--- config.mk ---
export PLATFORM = sky130hd
export DESIGN_NAME = ctl_reset_seq
export DESIGN_NICKNAME = d
export VERILOG_FILES = /design/src/rtl/rstseq_pkg.sv /design/src/rtl/rstseq_ctrl.sv /design/src/rtl/rstseq_dpath.sv /design/src/rtl/ctl_reset_seq.sv
export SDC_FILE = /design/constraint.sdc
export NUM_CORES = 1
export LEC_CHECK = 0
export CAP_MARGIN = 15
export CORE_MARGIN = 5
export CORE_UTILIZATION = 53
export CTS_BUF_LIST = sky130_fd_sc_hd__clkbuf_2
export DETAILED_ROUTE_END_ITERATION = 7
export PLACE_DENSITY = 0.83
export SYNTH_ARGS = -nofsm -noshare
export SYNTH_HDL_FRONTEND = slang
export SYNTH_SLANG_ARGS = --single-unit
--- constraint.sdc ---
create_clock -name clk -period 8.7 [get_ports clk]
set_input_delay 2.61 -clock clk [delete_from_list [all_inputs] [get_ports clk]]
set_output_delay 2.61 -clock clk [all_outputs]
set_load 0.01 [all_outputs]
--- src/rtl/rstseq_pkg.sv ---
package rstseq_pkg;

  typedef enum logic [1:0] {
    OP_SOFT  = 2'd0,
    OP_TEST  = 2'd1,
    OP_SEL   = 2'd2,
    OP_RSVD  = 2'd3
  } cmd_op_t;

  typedef enum logic [2:0] {
    S_IDLE,
    S_HWCLR,
    S_SWCLR,
    S_SELCLR,
    S_PRE,
    S_START,
    S_WAIT,
    S_POST
  } seq_state_t;

  typedef struct packed {
    logic pciCfg;
    logic bases;
    logic setup;
    logic counters;
    logic general;
    logic forceIdle;
    logic setFail;
    logic clrFail;
  } ctrl_strobe_t;

endpackage

--- src/rtl/rstseq_ctrl.sv ---
module rstseq_ctrl
  import rstseq_pkg::*;
#(
  parameter int TEST_TIMEOUT = 1024
) (
  input  logic         clk,
  input  logic         rstN,
  input  logic         portCmdValid,
  input  logic [1:0]   portCmdOp,
  input  logic         testDone,
  output ctrl_strobe_t strb,
  output logic         testStart,
  output logic         busy,
  output logic         cmdError
);

  localparam int CNT_W = (TEST_TIMEOUT > 1) ? $clog2(TEST_TIMEOUT) : 1;
  localparam logic [CNT_W-1:0] CNT_LAST = CNT_W'(TEST_TIMEOUT - 1);

  seq_state_t state, nextState;
  logic [CNT_W-1:0] waitCnt;
  logic timeoutHit;
  cmd_op_t op;

  assign op = cmd_op_t'(portCmdOp);
  assign timeoutHit = (state == S_WAIT) && !testDone && (waitCnt == CNT_LAST);

  always_comb begin
    nextState = state;
    unique case (state)
      S_IDLE: begin
        if (portCmdValid) begin
          unique case (op)
            OP_SOFT: nextState = S_SWCLR;
            OP_TEST: nextState = S_PRE;
            OP_SEL:  nextState = S_SELCLR;
            default: nextState = S_IDLE;
          endcase
        end
      end
      S_PRE:   nextState = S_START;
      S_START: nextState = S_WAIT;
      S_WAIT:  if (testDone || timeoutHit) nextState = S_POST;
      default: nextState = S_IDLE;
    endcase
  end

  always_ff @(posedge clk or negedge rstN) begin
    if (!rstN) begin
      state    <= S_HWCLR;
      waitCnt  <= '0;
      cmdError <= 1'b0;
    end else begin
      state    <= nextState;
      waitCnt  <= (state == S_WAIT) ? waitCnt + 1'b1 : '0;
      cmdError <= portCmdValid && ((state != S_IDLE) || (op == OP_RSVD));
    end
  end

  always_comb begin
    strb = '0;
    unique case (state)
      S_HWCLR: begin
        strb.pciCfg    = rstN;
        strb.bases     = rstN;
        strb.setup     = rstN;
        strb.counters  = rstN;
        strb.general   = rstN;
        strb.forceIdle = rstN;
      end
      S_SWCLR, S_POST: begin
        strb.bases     = 1'b1;
        strb.setup     = 1'b1;
        strb.counters  = 1'b1;
        strb.general   = 1'b1;
        strb.forceIdle = 1'b1;
      end
      S_SELCLR: begin
        strb.general   = 1'b1;
        strb.forceIdle = 1'b1;
      end
      S_PRE: begin
        strb.general   = 1'b1;
        strb.forceIdle = 1'b1;
        strb.clrFail   = 1'b1;
      end
      S_WAIT:  strb.setFail = timeoutHit;
      default: strb = '0;
    endcase
  end

  assign testStart = (state == S_START);
  assign busy      = (state != S_IDLE);

endmodule

--- src/rtl/rstseq_dpath.sv ---
module rstseq_dpath
  import rstseq_pkg::*;
#(
  parameter int ADDR_W = 32,
  parameter int SEG_W  = 16,
  parameter int N_BASE = 2
) (
  input  logic              clk,
  input  logic              rstN,
  input  ctrl_strobe_t      strb,
  input  logic              cfgDone,
  input  logic              baseWr,
  input  logic [$clog2(N_BASE)-1:0] baseSel,
  input  logic [ADDR_W-1:0] baseData,
  input  logic [$clog2(N_BASE)-1:0] addrSel,
  input  logic [ADDR_W-1:0] offset,
  input  logic              segMode,
  output logic [ADDR_W-1:0] dmaAddr,
  output logic              trafficEn,
  output logic              testFail
);

  localparam int SEL_W = $clog2(N_BASE);

  logic [ADDR_W-1:0] baseReg [N_BASE];
  logic [ADDR_W-1:0] effOffset;

  for (genvar g = 0; g < N_BASE; g++) begin : g_base
    always_ff @(posedge clk or negedge rstN) begin
      if (!rstN)
        baseReg[g] <= '0;
      else if (strb.bases)
        baseReg[g] <= '0;
      else if (baseWr && (baseSel == SEL_W'(g)))
        baseReg[g] <= baseData;
    end
  end

  always_ff @(posedge clk or negedge rstN) begin
    if (!rstN) begin
      trafficEn <= 1'b0;
      testFail  <= 1'b0;
    end else begin
      if (strb.setup)  trafficEn <= 1'b0;
      else if (cfgDone) trafficEn <= 1'b1;
      if (strb.setFail)      testFail <= 1'b1;
      else if (strb.clrFail) testFail <= 1'b0;
    end
  end

  assign effOffset = segMode ? {{(ADDR_W-SEG_W){1'b0}}, offset[SEG_W-1:0]} : offset;
  assign dmaAddr   = baseReg[addrSel] + effOffset;

endmodule

--- src/rtl/ctl_reset_seq.sv ---
module ctl_reset_seq
  import rstseq_pkg::*;
#(
  parameter int TEST_TIMEOUT = 1024,
  parameter int ADDR_W       = 32,
  parameter int SEG_W        = 16
) (
  input  logic              clk,
  input  logic              hwRstN,
  input  logic              portCmdValid,
  input  logic [1:0]        portCmdOp,
  input  logic              cfgDone,
  input  logic              testDone,
  input  logic              baseWr,
  input  logic              baseSel,
  input  logic [ADDR_W-1:0] baseData,
  input  logic              addrSel,
  input  logic [ADDR_W-1:0] offset,
  input  logic              segMode,
  output logic [ADDR_W-1:0] dmaAddr,
  output logic              testStart,
  output logic              clrPciCfg,
  output logic              clrBases,
  output logic              clrSetup,
  output logic              clrCounters,
  output logic              clrGeneral,
  output logic              cuRuIdle,
  output logic              busy,
  output logic              cmdError,
  output logic              testFail,
  output logic              trafficEn
);

  localparam int SYNC_STAGES = 2;

  logic [SYNC_STAGES-1:0] rstSyncQ;
  logic rstSyncN;
  ctrl_strobe_t strb;

  always_ff @(posedge clk or negedge hwRstN) begin
    if (!hwRstN) rstSyncQ <= '0;
    else         rstSyncQ <= {rstSyncQ[SYNC_STAGES-2:0], 1'b1};
  end
  assign rstSyncN = rstSyncQ[SYNC_STAGES-1];

  rstseq_ctrl #(.TEST_TIMEOUT(TEST_TIMEOUT)) ctrl_i (
    .clk(clk), .rstN(rstSyncN), .portCmdValid(portCmdValid), .portCmdOp(portCmdOp),
    .testDone(testDone), .strb(strb), .testStart(testStart), .busy(busy),
    .cmdError(cmdError)
  );

  rstseq_dpath #(.ADDR_W(ADDR_W), .SEG_W(SEG_W), .N_BASE(2)) dpath_i (
    .clk(clk), .rstN(rstSyncN), .strb(strb), .cfgDone(cfgDone),
    .baseWr(baseWr), .baseSel(baseSel), .baseData(baseData),
    .addrSel(addrSel), .offset(offset), .segMode(segMode),
    .dmaAddr(dmaAddr), .trafficEn(trafficEn), .testFail(testFail)
  );

  assign clrPciCfg   = strb.pciCfg;
  assign clrBases    = strb.bases;
  assign clrSetup    = strb.setup;
  assign clrCounters = strb.counters;
  assign clrGeneral  = strb.general;
  assign cuRuIdle    = strb.forceIdle;

endmodule

* Word-level counts from Yosys, hierarchy flattened
Cells that the tools add are included.
Storage, ports and cells: word-level logic and storage cells 66, flip-flop bits (word level) 82, input port bits 75, output and inout bits 43
Cells by class: eq/ne operators 13, add/sub/neg operators 2, order comparisons 1, reduce and logical (&&, ||, !) cells 18, mux-type cells 22, bitwise logic cells 2
Operators with widths (count):
- $mux W32 | 8
- $add A32 B32 Y32 | 1
- $eq A3 B3 Y1 const B | 4
- $pmux W3 S4 | 1
- $add A10 B1 Y10 const B | 1
- $eq A10 B10 Y1 const B | 1
- $mux W10 | 1
- $pmux W3 S3 | 1
- $reduce_bool A2 Y1 | 4
- $mux W1 | 7
- $eq A3 B2 Y1 const B | 2
- $mux W3 | 2
- $pmux W3 S2 | 1
- $logic_and A1 B1 Y1 | 5
- $eq A2 B2 Y1 const B | 2
- $ne A2 B2 Y1 const B | 2
- $pmux W2 S2 | 1
- $reduce_or A4 Y1 | 1
- $eq A3 B1 Y1 const B | 1
- $logic_not A3 Y1 | 1
- $reduce_bool A3 Y1 | 1
- $eq A2 B1 Y1 const B | 1
- $ge A2 B2 Y1 const B | 1
- $logic_not A2 Y1 | 1
- 6 further kinds | 7

* Logic depth before layout (Yosys ltp)
depth in word-level cells 6, depth in mapped cells 12, mapped depth without buffers 10

* Cells and area by module
Synthesis repeated with hierarchy kept, for this count alone.
Unflattened totals: cells, all modules 664, area, all modules 5562.8 um^2
By module, submodules not included:
- rstseq_dpath | times used 1, area an instance 4742.0 um^2, seq. area each 1651.6 um^2, cells each 581
- rstseq_ctrl | times used 1, area an instance 767.0 um^2, seq. area each 351.6 um^2, cells each 80
- ctl_reset_seq | times used 1, area an instance 53.8 um^2, seq. area each 50.0 um^2, cells each 3

* Worst setup path after synthesis
No wires, ideal clock.
path type input -> output, from input addrSel, to output dmaAddr[26], data required time 6.090 ns, path slack 0.683 ns, arrival 5.407 ns, stages 11, buffers on the path 2, cells stage by stage clkbuf_1 > clkbuf_1 > mux2_2 > fa_1 > a21o_1 > a221oi_2 > nand3b_1 > a21oi_2 > o31ai_4 > o221ai_2 > xor2_1
Between the ends: cells in the longest elaborated chain, start to end 5
Ends and longest elaborated chain:
- from (decl) | RTL line ctl_reset_seq.sv:17 | input logic addrSel,
- $not A1 Y2 (implied by the code) | RTL line rstseq_dpath.sv:52 | assign dmaAddr = baseReg[addrSel] + effOffset;
- $mux W32 (implied by the code) (3 in series) | RTL line rstseq_dpath.sv:52
- $add A32 B32 Y32 | RTL line rstseq_dpath.sv:52
- to (decl) | RTL line ctl_reset_seq.sv:20 | output logic [ADDR_W-1:0] dmaAddr,
Every way passes these cells. The select of a mux whose other input is x is not followed.

* Final worst setup path
from input addrSel, to output dmaAddr[16]
The elaborated chain is that of the path after synthesis.

==> reports/metrics.yaml <==
flow_run:
  max_cap_viol_count: 0
timing:
  finalMaxSlewViolations: 0
  min_period_ns: 8.61
  tns_ns: 0
  period_share_pct: 99.0
  finalClockSkew_ns: 0.0143
  rsz0062_at_grt: "no"
  relSlewSlack_pct: 32.9
  tightestPinTransition_ns: 1.01
  setup_violations: 0
  max_freq_mhz: 116
  final-hold-violation-count: 0
clock_network:
  ctsHoldBuffers: 0
  clockRootBuffer: "clkbuf_2"
  insertion_delay_ns: 0.50
  cts_max_level: 3
  clk_pin_slew_ns: 0.18
  numCtsBuffers: 9
  cts_tree: "yes"
  clock_tree.buffer_depth: 2
  cts.sinks: 82
placement:
  placed_area_um2: 7100
  gp_congestion: 0.956
  dp_hpwl_mm: 11.8
  place.port_buffers: 117
die:
  die_height_um: 113
  ioPinCount: 118
  fp.coreArea_um2: 10300
  die_w_um: 113
  fp.dieArea_um2: 12700
  initial_utilization_pct: 54.3
  rows: 37
setup_path:
  crit_chain: "clkdlybuf4s50_1, buf_6, mux2_2, fa_1, a21o_1, a221oi_2, buf_4, o31ai_2, o21ai_0, nand2b_1, a21oi_1, xnor2_1, clkdlybuf4s50_1"
  path_common_cell: "clkdlybuf4s50_1"
  r2r-end: "dpath_i.trafficEn"
  critical_path_peak_fanout: 7
  cp-startpoint: "addrSel"
  worst-path-buf-inv: 4
  r2r_slack_ns: 6.25
  r2r_cells: 5
  worst_setup_path_end_kind: "output pin"
  max_stage_delay_ns: 0.55
  start_kind: "input port"
  worst-path-stages: 13
  critical-path-slowest-cell: "clkdlybuf4s50_1"
  cpLargestDelayFamily: "buffers and inverters"
  path_class: "input port to output pin"
  required_ns: 6.09
  worstPathArrival_ns: 6.00
  rr_startpoint: "rstSyncQ[1]"
grt:
  antenna_found_initial: 0
  grt_pass1_vias: 5289
  grt_max_degree: 83
  grtUsageTotal_pct: 24.3
  grt_first_pass_wirelength_mm: 25.5
  gr-total-overflow: 0
synth:
  syn_avg_cell_area_um2: 8.24
  synthFlopType: "dfrtp_1"
  ys_seq_elements: 82
  synth-async-reset-ratio_pct: 100
  synth_edf_count: 0
  synth_warnings: 0
  mappedNetlistArea_um2: 5580
  syn_nets: 785
  synth_cell_types: 57
  seq_area_frac_synth_pct: 36.8
  synthCells: 677
finish:
  seq_area_um2: 2060
  areaGrowthSynthToFinish_pct: 31.4
  antennaDiodeCount: 0
  multiInputGateArea_um2: 3370
  fin_area_um2: 7330
  fill_cells: 836
  nNetsFinal: 921
  drive_above_1_share_pct: 15.4
min_path:
  min_to: "rstSyncQ[1]"
  holdPathStages: 0
  hp-start: "rstSyncQ[0]"
  hold_class: "flop to flop"
power_and_ir_drop:
  peakVddDrop_mv: 0.308
  power.leakage_nw: 3.35
  power.density_nw_per_um2: 250
  power.total_mw: 1.84
routing:
  viasPerCell: 5.61
  vias: 5355
  dr.pass1.iters: 5
  routedWlPerCell_um: 16.6
  antenna_left: 0
  route.detailed.drc: 0
  drt_iter0_drc: 362
  routed_wl_mm: 15.8
status:
  outcome: "completed"
## repair_timing
| action | CTS | global route |
|---|---|---|
| pin swaps | 2 | 6 |
| buffers inserted | 1 | 3 |
| endpoints found under the setup margin | 8 | 11 |
| resized for setup | 6 | 25 |
| cloned | 0 | 0 |
## layout by cell type (no fill, tap or decap), types with 3 or more instances in the layout
| cell | netlist | routed |
|---|---|---|
| a31oi_1 | 4 | 3 |
| nor2_1 | 26 | 26 |
| o211ai_1 | 3 | 3 |
| clkbuf_2 | 0 | 12 |
| nand2b_1 | 8 | 8 |
| ha_1 | 32 | 29 |
| nand3_1 | 8 | 8 |
| clkdlybuf4s50_1 | 0 | 106 |
| nand2_1 | 165 | 165 |
| mux2i_1 | 3 | 3 |
| xnor2_1 | 20 | 20 |
| inv_1 | 14 | 14 |
| nor2b_1 | 19 | 18 |
| and3_1 | 4 | 4 |
| mux2_2 | 31 | 31 |
| o21ai_0 | 21 | 18 |
| buf_4 | 3 | 47 |
| dlymetal6s2s_1 | 0 | 9 |
| clkinv_2 | 0 | 3 |
| o21bai_1 | 5 | 5 |
| nand4_1 | 7 | 7 |
| a21o_1 | 6 | 6 |
| a21oi_1 | 108 | 103 |
| xor2_1 | 14 | 14 |
| o21ai_1 | 2 | 5 |
| nor3_1 | 8 | 7 |
| a21oi_2 | 1 | 6 |
| and2_1 | 5 | 5 |
| dfrtp_1 | 81 | 80 |
| a211oi_1 | 5 | 4 |
## cells in the mapped netlist, types with 3 or more instances
cell | n | area (µm²)
nand2_1 | 165 | 619
a21oi_1 | 108 | 541
dfrtp_1 | 81 | 2030
ha_1 | 32 | 400
mux2_2 | 31 | 349
clkbuf_1 | 29 | 109
nor2_1 | 26 | 97.6
o21ai_0 | 21 | 105
xnor2_1 | 20 | 175
nor2b_1 | 19 | 119
inv_1 | 14 | 52.6
xor2_1 | 14 | 123
buf_2 | 9 | 45.0
nand2b_1 | 8 | 50.1
nand3_1 | 8 | 40.0
nor3_1 | 8 | 40.0
nand4_1 | 7 | 43.8
a21o_1 | 6 | 45.0
a211oi_1 | 5 | 37.5
and2_1 | 5 | 31.3
o21bai_1 | 5 | 37.5
a31oi_1 | 4 | 25.0
and3_1 | 4 | 25.0
buf_4 | 3 | 22.5
mux2i_1 | 3 | 30.0
o211ai_1 | 3 | 22.5
o21a_1 | 3 | 22.5
## routing by layer
metal	global-route usage [%]	wire, µm
met2	40.2	7730
met1	33.0	6910
met3	3.99	899
met5	0	0
met4	7.05	266
## worst max path at each step
stage                              to  slack [ns]
after global placement    dmaAddr[26]       -0.03
after floorplan           dmaAddr[26]        0.68
after global routing      dmaAddr[16]       0.005
after detailed placement  dmaAddr[24]       -0.09
final                     dmaAddr[16]        0.09
after CTS                 dmaAddr[20]       0.002
## worst register-to-register path, cell delays in order, from the launching register on
cell	delay [ns]
dfrtp_4	1.13
nand2_1	0.21
mux2i_1	0.18
o21a_2	0.13
buf_4	0.54
nor2_1	0.14
## kinds of logic (layout without fill, tap and decap cells)
| kind of cell | Yosys count | in the layout | share of synthesized area [%] |
|---|---|---|---|
| fa+ha+maj | 33 | 33 | 7.53 |
| flops | 82 | 82 | 36.8 |
| xor+xnor | 34 | 34 | 5.34 |
| mux | 34 | 34 | 6.79 |
| simple gates | 259 | 259 | 20.3 |
| other cells | 1 | 1 | 0.0672 |
| compound gates | 178 | 178 | 19.0 |
| buf+inv | 56 | 197 | 4.17 |
## metrics by stage
step | hold WS [ns] | util [%] | setup slack, ns | instances
floorplan | 0.331 | - | 0.683 | 677
global placement | 0.342 | 69.1 | -0.0342 | 933
detailed placement | 0.346 | 69.1 | -0.0922 | 933
CTS | 0.396 | 70.2 | 0.00159 | 950
global route | 0.407 | 71.3 | 0.00467 | 954
finish | 0.388 | 71.3 | 0.0900 | 954
## area by class of cell
class	instances	share of cell area, %
Clock buffer	12	0.819
Clock inverter	4	0.256
Inverter	14	0.717
Multi-Input combinational cell	539	46.0
Sequential cell	82	28.1
Tap cell	136	2.32
Timing Repair Buffer	167	21.9
## report_power, final
group | switching, mW | leakage (nW) | internal, mW
sequential | 0.0741 | 1.09 | 0.486
clock | 0.119 | 0.0631 | 0.0391
combinational | 0.566 | 2.19 | 0.552
## state kept, by name, indices dropped and copies added, names as in the netlist
signal             flops
ctrl_i.waitCnt        10
rstSyncQ               2
ctrl_i.state           3
ctrl_i.cmdError        1
dpath_i.testFail       1
dpath_i.baseReg       64
dpath_i.trafficEn      1
(Power assumes the default switching activity.)
